## config.mk

```make
export PLATFORM = sky130hd
export DESIGN_NAME = hostbus_arbiter
export DESIGN_NICKNAME = d
export VERILOG_FILES = /design/src/rtl/hostbus_arbiter.sv
export SDC_FILE = /design/constraint.sdc
export NUM_CORES = 1
export LEC_CHECK = 0
export BUFFER_PORTS_ARGS = -buffer_cell sky130_fd_sc_hd__buf_2
export CAP_MARGIN = 0
export CORE_AREA = 2 2 39 41
export DETAILED_ROUTE_END_ITERATION = 7
export DIE_AREA = 0 0 41 43
export GPL_ROUTABILITY_DRIVEN = 0
export MAX_ROUTING_LAYER = met4
export PLACE_DENSITY = 0.73
export SYNTH_ARGS = -nofsm -noshare
export SYNTH_HDL_FRONTEND = slang
export SYNTH_SLANG_ARGS = --single-unit
export TNS_END_PERCENT = 1
```

## constraint.sdc

```tcl
create_clock -name clk -period 4.55 [get_ports clk]
set_clock_uncertainty 0.2 [all_clocks]
set_input_delay 0.91 -clock clk [delete_from_list [all_inputs] [get_ports clk]]
set_output_delay 0.91 -clock clk [all_outputs]
set_load 0.01 [all_outputs]
```

## src/rtl/hostbus_arbiter.sv

```systemverilog
module hostbus_arbiter #(
  parameter int LAG_CYCLES = 2,
  parameter int ACC_CYCLES = 2
) (
  input  logic clk,
  input  logic mclr_n,
  input  logic host_rst_req,
  input  logic h_sel,
  input  logic h_strb,
  input  logic h_mem,
  input  logic h_rd,
  output logic h_ready,
  output logic buf_en,
  input  logic t_req,
  input  logic t_ack,
  input  logic t_cs,
  input  logic t_oe,
  input  logic t_we,
  input  logic t_newseq_n,
  output logic t_grant,
  output logic mem_cs,
  output logic mem_oe,
  output logic mem_we,
  output logic ext_oe,
  output logic ext_ld,
  output logic ext_rst_n
);
  localparam int MAXC = (LAG_CYCLES > ACC_CYCLES) ? LAG_CYCLES : ACC_CYCLES;
  localparam int CW = (MAXC > 2) ? $clog2(MAXC) : 1;
  localparam logic [CW-1:0] LAG_LAST = CW'(LAG_CYCLES - 1);
  localparam logic [CW-1:0] ACC_LAST = CW'(ACC_CYCLES - 1);

  typedef enum logic [2:0] {S_IDLE, S_LAG, S_ACC, S_DONE, S_GRANT, S_OWN} st_t;

  st_t st;
  logic [CW-1:0] cnt;
  logic pend, strb_q, mem_q, rd_q;
  logic start, host_busy, own, host_act, go_host;

  assign start     = h_sel & h_strb & ~strb_q;
  assign host_busy = (st == S_LAG) | (st == S_ACC) | (st == S_DONE);
  assign own       = (st == S_OWN);
  assign host_act  = (st == S_ACC);
  assign go_host   = pend | start;

  always_ff @(posedge clk or negedge mclr_n) begin
    if (!mclr_n) begin
      st     <= S_IDLE;
      cnt    <= '0;
      pend   <= 1'b0;
      strb_q <= 1'b0;
      mem_q  <= 1'b0;
      rd_q   <= 1'b0;
    end else begin
      strb_q <= h_sel & h_strb;
      if (start && !host_busy) begin
        mem_q <= h_mem;
        rd_q  <= h_rd;
      end
      if (!t_newseq_n) begin
        st   <= S_IDLE;
        cnt  <= '0;
        pend <= 1'b0;
      end else begin
        case (st)
          S_IDLE: begin
            if (t_req) begin
              st <= S_GRANT;
              if (start) pend <= 1'b1;
            end else if (go_host) begin
              st   <= S_LAG;
              cnt  <= '0;
              pend <= 1'b0;
            end
          end
          S_LAG: begin
            if (cnt == LAG_LAST) begin
              st  <= S_ACC;
              cnt <= '0;
            end else begin
              cnt <= cnt + 1'b1;
            end
          end
          S_ACC: begin
            if (cnt == ACC_LAST) begin
              st  <= S_DONE;
              cnt <= '0;
            end else begin
              cnt <= cnt + 1'b1;
            end
          end
          S_DONE: st <= S_IDLE;
          S_GRANT, S_OWN: begin
            if (!t_req) begin
              if (go_host) begin
                st   <= S_LAG;
                cnt  <= '0;
                pend <= 1'b0;
              end else begin
                st <= S_IDLE;
              end
            end else begin
              if (start) pend <= 1'b1;
              if (st == S_GRANT && t_ack) st <= S_OWN;
            end
          end
          default: st <= S_IDLE;
        endcase
      end
    end
  end

  assign buf_en    = host_act | (st == S_DONE);
  assign h_ready   = (st == S_DONE);
  assign t_grant   = (st == S_GRANT) | own;
  assign mem_cs    = own ? t_cs : (host_act & mem_q);
  assign mem_oe    = own ? t_oe : (host_act & mem_q & rd_q);
  assign mem_we    = own ? t_we : (host_act & mem_q & ~rd_q);
  assign ext_oe    = host_act & ~mem_q & rd_q;
  assign ext_ld    = host_act & ~mem_q & ~rd_q;
  assign ext_rst_n = mclr_n & ~host_rst_req;
endmodule

```

==> results.py, run 1 <==
metrics = {
    "critical_path": {
        "rr_startpoint": "st[1]",
        "crit_type": "flop to output port",
        "path_max_fanout": 12,
        "crit_arrival_ns": 1.49,
        "startpoint": "st[1]",
        "start_kind": "flop",
        "worst_ep_required_time_ns": 3.44,
        "critical-path-slowest-cell": "dfrtp_1",
        "cp_cell_sequence": "nor2b_1, and3b_1, inv_1, o21ai_0, buf_2",
        "max_stage_delay_ns": 0.52,
        "cp-end-kind": "output port",
    },
    "clock_tree": {
        "cts_setup_buffers": 0,
        "cts-htree-levels": 1,
        "post_cts_resized": 0,
        "cts_hold_buffers": 0,
        "path_clk_slew_ns": 0.05,
        "clk_root_buffer_cell": "clkbuf_4",
        "clk_path_buf_depth": 2,
        "cts.sink_count": 8,
        "cts_tree": "built",
        "clock_latency_ns": 0.24,
        "cts_made_buffers": 3,
    },
    "floorplan": {
        "fp.dieW_um": 41,
        "rows": 14,
        "start_util_pct": 38.9,
        "dieArea_sq_um": 1760,
        "core_sq_um": 1380,
        "io_pins": 22,
        "die_h_um": 43,
    },
    "timing": {
        "relSlewSlack_pct": 79.7,
        "setup_violations": 0,
        "period_share_pct": 57.1,
        "tightest_slew_ns": 0.300,
        "max_freq_mhz": 385,
        "holdWs_ns": 0.296,
        "slew_viol_final": 0,
        "rsz0062_at_grt": "no",
        "finalHoldViolCount": 0,
        "period_needed_ns": 2.60,
        "setup_slack_ns": 1.95,
        "tns_ns": 0,
    },
    "synth": {
        "yosys.area.top_type": "dfrtp_1",
        "ys_warn_count": 0,
        "synth-seq-area-share_pct": 37.2,
        "post_synth.cell_area_avg_sq_um": 8.68,
        "yosys-top-cells-count": "dfrtp_1, nand2_1, nor2_1, nor3_1",
        "yosysUniqueCellTypes": 29,
        "synth_area_leaders": "dfrtp_1, nor2b_1, nor3_1",
        "syn-cell-area_sq_um": 538,
        "synth_most_common_cell": "dfrtp_1",
        "postSynthCellCount": 62,
        "ys_async_sr_fraction_pct": 100,
        "synth_edf_count": 0,
        "synth_nets": 75,
        "synth_top_cell_area_share_pct": 37.2,
        "yosys_register_bits": 8,
        "ys.flop_type": "dfrtp_1",
    },
    "drt": {
        "vias": 511,
        "ant_nets": 0,
        "vias_per_cell": 5.11,
        "first_iter_violations": 3,
        "drc": 0,
        "routed_wl_um": 1070,
        "firstDrtPassIters": 4,
        "wl_per_cell_um": 10.7,
    },
    "global_route": {
        "grt_max_degree": 13,
        "antenna_found_initial": 0,
        "grt_pass1_vias": 429,
        "grt_pass1_wl_um": 1790,
        "grt.total_usage_pct": 15.0,
        "grt_overflow": 0,
    },
    "cells_and_area": {
        "antenna_cells": 0,
        "area_delta_synth_final_pct": 24.0,
        "final_util_pct": 48.2,
        "drive_above_1_share_pct": 34.5,
        "nNetsFinal": 99,
    },
    "pwr": {
        "total_power_mw": 0.213,
        "power_density_nw_per_um2": 319,
        "p_leak_nw": 0.335,
        "worst_ir_drop_vdd_uv": 184,
    },
    "placed_design": {
        "dp_slack_ns": 2.05,
        "place.port_buffers": 21,
    },
    "status": {
        "status": "finished clean",
    },
    "worst_hold_path": {
        "hp-class": "input port to async pin",
    },
    "flow_run": {
        "maxCapViolations": 0,
    },
}
cell type report:
cell class | instances | area, sq um
clock buffer | 3 | 22.5
tap | 16 | 20.0
sequential | 8 | 200
fill | 137 | 717
inverter | 4 | 15.0
multi-input combinational | 48 | 304
timing repair buffer | 21 | 105
layer usage:
layer	global-route usage, %	vias up	wire length [um]
li1	-	272	-
met1	22.6	226	523
met2	18.8	11	480
met3	2.62	2	43
met4	8.00	0	18
met5	-	-	0
registers in the layout (all words and copies together) (netlist names):
name,cells
cnt,1
strb_q,1
st,3
rd_q,1
mem_q,1
pend,1
placed cells by master (no fill, tap or decap), drive strengths merged, types with 2 or more instances in the layout:
master and instances:
nor2 5, and3b 2, inv 4, nand2b 2
nand3 2, clkbuf 3, a31oi 2, nor3 5
buf 21, nor2b 4, nand2 5, mux2 2
o21ai 2, and2 4, dfrtp 8, nor4 2
stage by stage:
| stage | area [sq um] | std cells |
|---|---|---|
| 3_5_place_dp | 644 | 97 |
| 6_report | 667 | 100 |
| 2_1_floorplan | 538 | 62 |
| 3_3_place_gp | 644 | 97 |
| 5_1_grt | 667 | 100 |
| 4_1_cts | 667 | 100 |
power breakdown:
group          total (mW)  switching [mW]  leakage, nW  internal (mW)
clock              0.0503          0.0204       0.0138         0.0299
combinational      0.0582          0.0264        0.218         0.0318
sequential          0.104          0.0201        0.103         0.0842
total               0.213          0.0669        0.335          0.146
worst max-delay path: cells and delay by family, from the launching register on:
family	cells	cell delay, ns
buffers and inverters	2	0.20
AOI/OAI and AO/OA	1	0.13
DFF	1	0.52
and+or+nand+nor	2	0.39
cells by family after synthesis:
logic type	after synthesis	synth area share, %
muxes	3	6.05
DFF	8	37.2
and+or+nand+nor	35	37.4
buffers and inverters	6	6.28
AOI/OAI and AO/OA	10	13.0
path summary, 6_finish.rpt:
| kind | endpoint | slack, ns | cells past startpoint |
|---|---|---|---|
| worst max-delay path | mem_we | 1.95 | 5 |
| worst min-delay path | pend | 0.30 | 1 |
| worst max register to register | cnt | 2.76 | 4 |
| worst min register to register | mem_q | 0.38 | 1 |
| max in group asynchronous | st[0] | 3.69 | 1 |
| min in group clk | mem_q | 0.38 | 1 |
Note: power is estimated with default switching activity, not from simulation.
==> run 2, diff against run 1 <==
clock period = 2.6 ns   (was 4.55 ns; I/O delays follow)
==> run 2 against run 1 <==
Effect of this change:
- first-iteration DRC count increased to 4.7 times the previous value
- register-to-register slack got worse by 2.0 ns
- wire length increased by 19%
- sequential power increased by 78%
- combinational power increased by 79%
- count of clock-buffer cells in the layout unchanged
- worst hold slack improved by 0.0075 ns
- core utilization increased by 0.72 points
- sequential cell count unchanged
- critical path type unchanged
- highest routed layer unchanged
==> results.py, run 2 (synthesized netlist as in run 1, its figures left out) <==
metrics = {
    "status": {
        "status": "finished clean",
    },
    "global_route": {
        "grt_pass1_vias": 504,
        "grt_max_degree": 13,
        "grt_overflow": 0,
        "grt_pass1_wl_um": 2130,
        "antenna_found_initial": 0,
        "grt.total_usage_pct": 18.3,
    },
    "pwr": {
        "internal-power_mw": 0.256,
        "p_sw_share_pct": 32.2,
        "clock_power_share_pct": 23.7,
        "total_power_mw": 0.379,
        "power_density_nw_per_um2": 559,
        "p_leak_nw": 0.339,
        "worst_ir_drop_vdd_uv": 327,
        "pwr-share-comb_pct": 27.5,
        "p_sw_mw": 0.122,
        "seqPwrFrac_pct": 48.8,
    },
    "floorplan": {
        "io_pins": 22,
        "core_sq_um": 1380,
        "start_util_pct": 38.9,
        "dieArea_sq_um": 1760,
        "die_h_um": 43,
        "rows": 14,
        "fp.dieW_um": 41,
    },
    "cells_and_area": {
        "drive_above_1_share_pct": 34.1,
        "regMostFlops": "st",
        "fillers": 155,
        "layout_common_cells": "buf_2, dfrtp_1, nand2_1, nor3_1, nor2_1",
        "final_common_cell": "buf_2",
        "multiInputGateArea_sq_um": 304,
        "area_delta_synth_final_pct": 25.8,
        "antenna_cells": 0,
        "nNetsFinal": 100,
        "largest_reg_flops": 3,
        "design_area_sq_um": 677,
        "seq_area_sq_um": 200,
    },
    "worst_hold_path": {
        "worstHoldStart": "h_strb",
        "hp-class": "input port to flop",
    },
    "drt": {
        "vias": 525,
        "drc": 0,
        "wl_per_cell_um": 12.6,
        "first_iter_violations": 14,
        "routed_wl_um": 1270,
        "ant_nets": 0,
        "vias_per_cell": 5.20,
        "firstDrtPassIters": 4,
    },
    "critical_path": {
        "critical-path-slowest-cell": "dfrtp_1",
        "cp_cell_sequence": "nor2b_1, and3b_1, inv_1, o21ai_0, buf_2",
        "startpoint": "st[1]",
        "crit_arrival_ns": 1.58,
        "path_max_fanout": 12,
        "rr_startpoint": "st[1]",
        "max_stage_delay_ns": 0.55,
        "cp_top_family": "flip-flops",
        "start_kind": "flop",
        "worst_ep_required_time_ns": 1.88,
        "worst-path-buf-inv": 2,
        "cp-end-kind": "output port",
        "crit_type": "flop to output port",
    },
    "timing": {
        "period_share_pct": 88.3,
        "setup_violations": 0,
        "relSlewSlack_pct": 75.8,
        "tightest_slew_ns": 0.363,
        "finalHoldViolCount": 0,
        "tns_ns": 0,
        "max_freq_mhz": 436,
        "slew_viol_final": 0,
        "period_needed_ns": 2.30,
        "rsz0062_at_grt": "no",
    },
    "clock_tree": {
        "clk_path_buf_depth": 2,
        "path_clk_slew_ns": 0.05,
        "cts-htree-levels": 1,
        "cts_setup_buffers": 0,
        "cts.sink_count": 8,
        "clk_root_buffer_cell": "clkbuf_4",
        "cts_made_buffers": 3,
        "cts_tree": "built",
        "clock_latency_ns": 0.25,
    },
    "placed_design": {
        "dp_hpwl_um": 934,
        "placed_cell_area_sq_um": 644,
        "place.port_buffers": 21,
    },
    "flow_run": {
        "maxCapViolations": 0,
    },
}
[run 2: cell types whose count changed in the layout (fill, tap and decap cells not counted)]
cell and change:
dlygate4sd3_1 +1
[run 2: worst reg2reg max path: cells and delay by family (launching register included)]
kind	cells	cell delay [ns]
DFF	1	0.55
buffers and inverters	1	0.15
and+or+nand+nor	1	0.49
AOI/OAI and AO/OA	2	0.34
[run 2: per-layer routing]
layer / GRT usage, % / vias up / share of wire, %
li1: - / 274 / -
met1: 23.2 / 239 / 46
met2: 26.9 / 10 / 48
met3: 4.71 / 2 / 4.5
met4: 8.00 / 0 / 1.1
met5: - / - / 0
[run 2: layout make-up]
cell class,instances,area share (%)
Timing Repair Buffer,22,17.0
Inverter,4,2.22
Clock buffer,3,3.33
Multi-Input combinational cell,48,44.9
Tap cell,16,2.96
Sequential cell,8,29.6
[run 2: worst paths after layout]
| kind | to | slack (ns) | depth (start not counted) |
|---|---|---|---|
| min in group asynchronous | strb_q | 0.46 | 2 |
| min reg2reg | mem_q | 0.37 | 1 |
| max | mem_we | 0.30 | 5 |
| max reg2reg | cnt | 0.80 | 4 |
| min | strb_q | 0.30 | 2 |
| max in group asynchronous | pend | 1.57 | 2 |
[run 2: power by group through the flow]
stage,registers (mW),clock network [mW],logic [mW]
3_5_place_dp,0.185,0,0.103
6_report,0.185,0.0896,0.104
4_1_cts,0.183,0.0935,0.104
2_1_floorplan,0.170,0,0.0829
5_1_grt,0.189,0.0986,0.117
3_3_place_gp,0.183,0,0.0992
[run 2: timing repair]
action                                 CTS  global route
hold buffers                             1             0
resized for setup                        0             0
endpoints found under the hold margin    8             0
[run 2: through the flow]
| stage | std cells | hold slack (ns) | setup WS (ns) | utilization (%) |
|---|---|---|---|---|
| 5_1_grt | 101 | 0.294 | 0.200 | 48.9 |
| 4_1_cts | 101 | 0.297 | 0.320 | 48.9 |
| 3_5_place_dp | 97 | 0.172 | 0.599 | 46.6 |
| 6_report | 101 | 0.303 | 0.304 | 48.9 |
| 3_3_place_gp | 97 | 0.172 | 0.659 | 46.6 |
| 2_1_floorplan | 62 | 0.0244 | 0.705 | - |
==> run 3, diff against run 2 <==
BUFFER_PORTS_ARGS = not set   (was -buffer_cell sky130_fd_sc_hd__buf_2)
DONT_BUFFER_PORTS = 1   (was not set)
MAX_ROUTING_LAYER = not set   (was met4)
PLACE_DENSITY = 0.59   (was 0.73)
SETUP_SLACK_MARGIN = 0.15   (was not set)
==> run 3 against run 2 <==
Effect of this change:
- worst hold slack got worse by 0.083 ns
- design area fell by 14%
- critical endpoint unchanged
- total power fell by 4.0%
- largest cell class unchanged
==> results.py, run 3 (synthesized netlist as in run 1, its figures left out) <==
metrics = {
    "drt": {
        "ant_nets": 0,
        "met1_length_um": 503,
        "highest_layer": "met4",
        "drc": 0,
        "wl_met3_um": 53,
        "first_iter_violations": 6,
        "dr_wl_met2_um": 541,
        "firstDrtPassIters": 4,
        "vias_per_cell": 5.67,
        "wl_per_cell_um": 13.6,
        "vias": 459,
        "routed_wl_um": 1110,
    },
    "cells_and_area": {
        "area_delta_synth_final_pct": 7.67,
        "drive_above_1_share_pct": 13.8,
        "fin_cells": 81,
        "largest_reg_flops": 3,
        "regMostFlops": "st",
        "antenna_cells": 0,
        "nNetsFinal": 80,
        "final_common_cell": "dfrtp_1",
        "layout_common_cells": "dfrtp_1, nand2_1, nor3_1, nor2_1",
    },
    "clock_tree": {
        "cts_hold_buffers": 1,
        "cts_setup_buffers": 0,
        "cts_made_buffers": 3,
        "clk_path_buf_depth": 2,
        "clk_root_buffer_cell": "clkbuf_4",
        "cts-htree-levels": 1,
        "cts_tree": "built",
        "clock_latency_ns": 0.25,
        "cts.sink_count": 8,
        "post_cts_resized": 0,
        "path_clk_slew_ns": 0.05,
    },
    "floorplan": {
        "die_h_um": 43,
        "dieArea_sq_um": 1760,
        "start_util_pct": 38.9,
        "rows": 14,
        "fp.dieW_um": 41,
        "io_pins": 22,
        "core_sq_um": 1380,
    },
    "timing": {
        "finalHoldViolCount": 0,
        "max_freq_mhz": 440,
        "tightest_slew_ns": 0.557,
        "period_needed_ns": 2.27,
        "relSlewSlack_pct": 62.3,
        "setup_violations": 0,
        "slew_viol_final": 0,
        "rsz0062_at_grt": "no",
        "period_share_pct": 87.4,
        "tns_ns": 0,
    },
    "worst_hold_path": {
        "worstHoldStart": "h_strb",
        "hold-path-cell-count": 1,
        "hp-class": "input port to flop",
        "hold_path_end": "strb_q",
    },
    "pwr": {
        "worst_ir_drop_vdd_uv": 315,
        "p_leak_nw": 0.249,
        "power_density_nw_per_um2": 628,
    },
    "global_route": {
        "antenna_found_initial": 0,
        "grt_max_degree": 13,
        "grt.total_usage_pct": 14.3,
        "grt_overflow": 0,
        "grt_pass1_vias": 400,
        "grt_pass1_wl_um": 1680,
    },
    "critical_path": {
        "rr_startpoint": "st[1]",
        "start_kind": "flop",
        "ff2ff_setup_slack_ns": 0.81,
        "reg2reg_depth": 4,
        "r2r-end": "cnt",
        "crit_type": "flop to output port",
        "cp-end-kind": "output port",
        "path_max_fanout": 12,
        "worst_ep_required_time_ns": 1.88,
        "crit_arrival_ns": 1.55,
    },
    "placed_design": {
        "dp_cells": 77,
        "place.port_buffers": 0,
        "dp_hpwl_um": 874,
    },
    "flow_run": {
        "maxCapViolations": 0,
    },
    "status": {
        "status": "finished clean",
    },
}
==> run 3: cell types whose count changed in the layout (fill, tap and decap cells not counted), sizes merged <==
cell and change:
buf -20
==> run 3: cell type report <==
class,instances,area [sq um]
Fill cell,140,805
Multi-Input combinational cell,48,304
Sequential cell,8,200
Clock buffer,3,22.5
Tap cell,16,20.0
Timing Repair Buffer,2,17.5
Inverter,4,15.0
==> run 3: where the power goes <==
part	total (mW)	switching [mW]	internal (mW)	leakage [nW]
Combinational	0.0943	0.0460	0.0482	0.131
Clock	0.0905	0.0379	0.0525	0.0138
Sequential	0.179	0.0315	0.147	0.103
==> run 3: metal layers <==
layer / vias to the layer above / global-route usage [%]
li1: 236 / -
met1: 207 / 21.5
met2: 14 / 18.4
met3: 2 / 1.57
met4: 0 / 10.0
met5: - / 0
==> run 3: critical path, stage by stage (launching register included) <==
cell	delay [ns]
dfrtp_1	0.52
nor2b_1	0.21
and3b_1	0.19
inv_1	0.06
o21ai_0	0.33
==> run 3: worst max-delay path by stage <==
| stage | start | endpoint | slack [ns] | cells past startpoint |
|---|---|---|---|---|
| 2_1_floorplan | st[2] | ext_oe | 0.70 | 3 |
| 3_3_place_gp | st[1] | mem_we | 0.66 | 4 |
| 3_5_place_dp | st[1] | mem_we | 0.60 | 4 |
| 4_1_cts | st[1] | mem_we | 0.33 | 4 |
| 5_1_grt | st[1] | mem_we | 0.20 | 4 |
| 6_report | st[1] | mem_we | 0.33 | 4 |
==> run 3: stage by stage <==
| step | worst slack [ns] | utilization (%) | hold slack, ns | power (mW) | instance area (sq um) |
|---|---|---|---|---|---|
| final | 0.329 | 41.9 | 0.220 | 0.364 | 579 |
| after global routing | 0.201 | 41.9 | 0.202 | 0.390 | 579 |
| after CTS | 0.326 | 41.9 | 0.206 | 0.370 | 579 |
| after detailed placement | 0.602 | 39.5 | 0.0246 | 0.272 | 547 |
| after global placement | 0.664 | 39.5 | 0.0246 | 0.272 | 547 |
| after floorplan | 0.705 | - | 0.0244 | 0.253 | 538 |
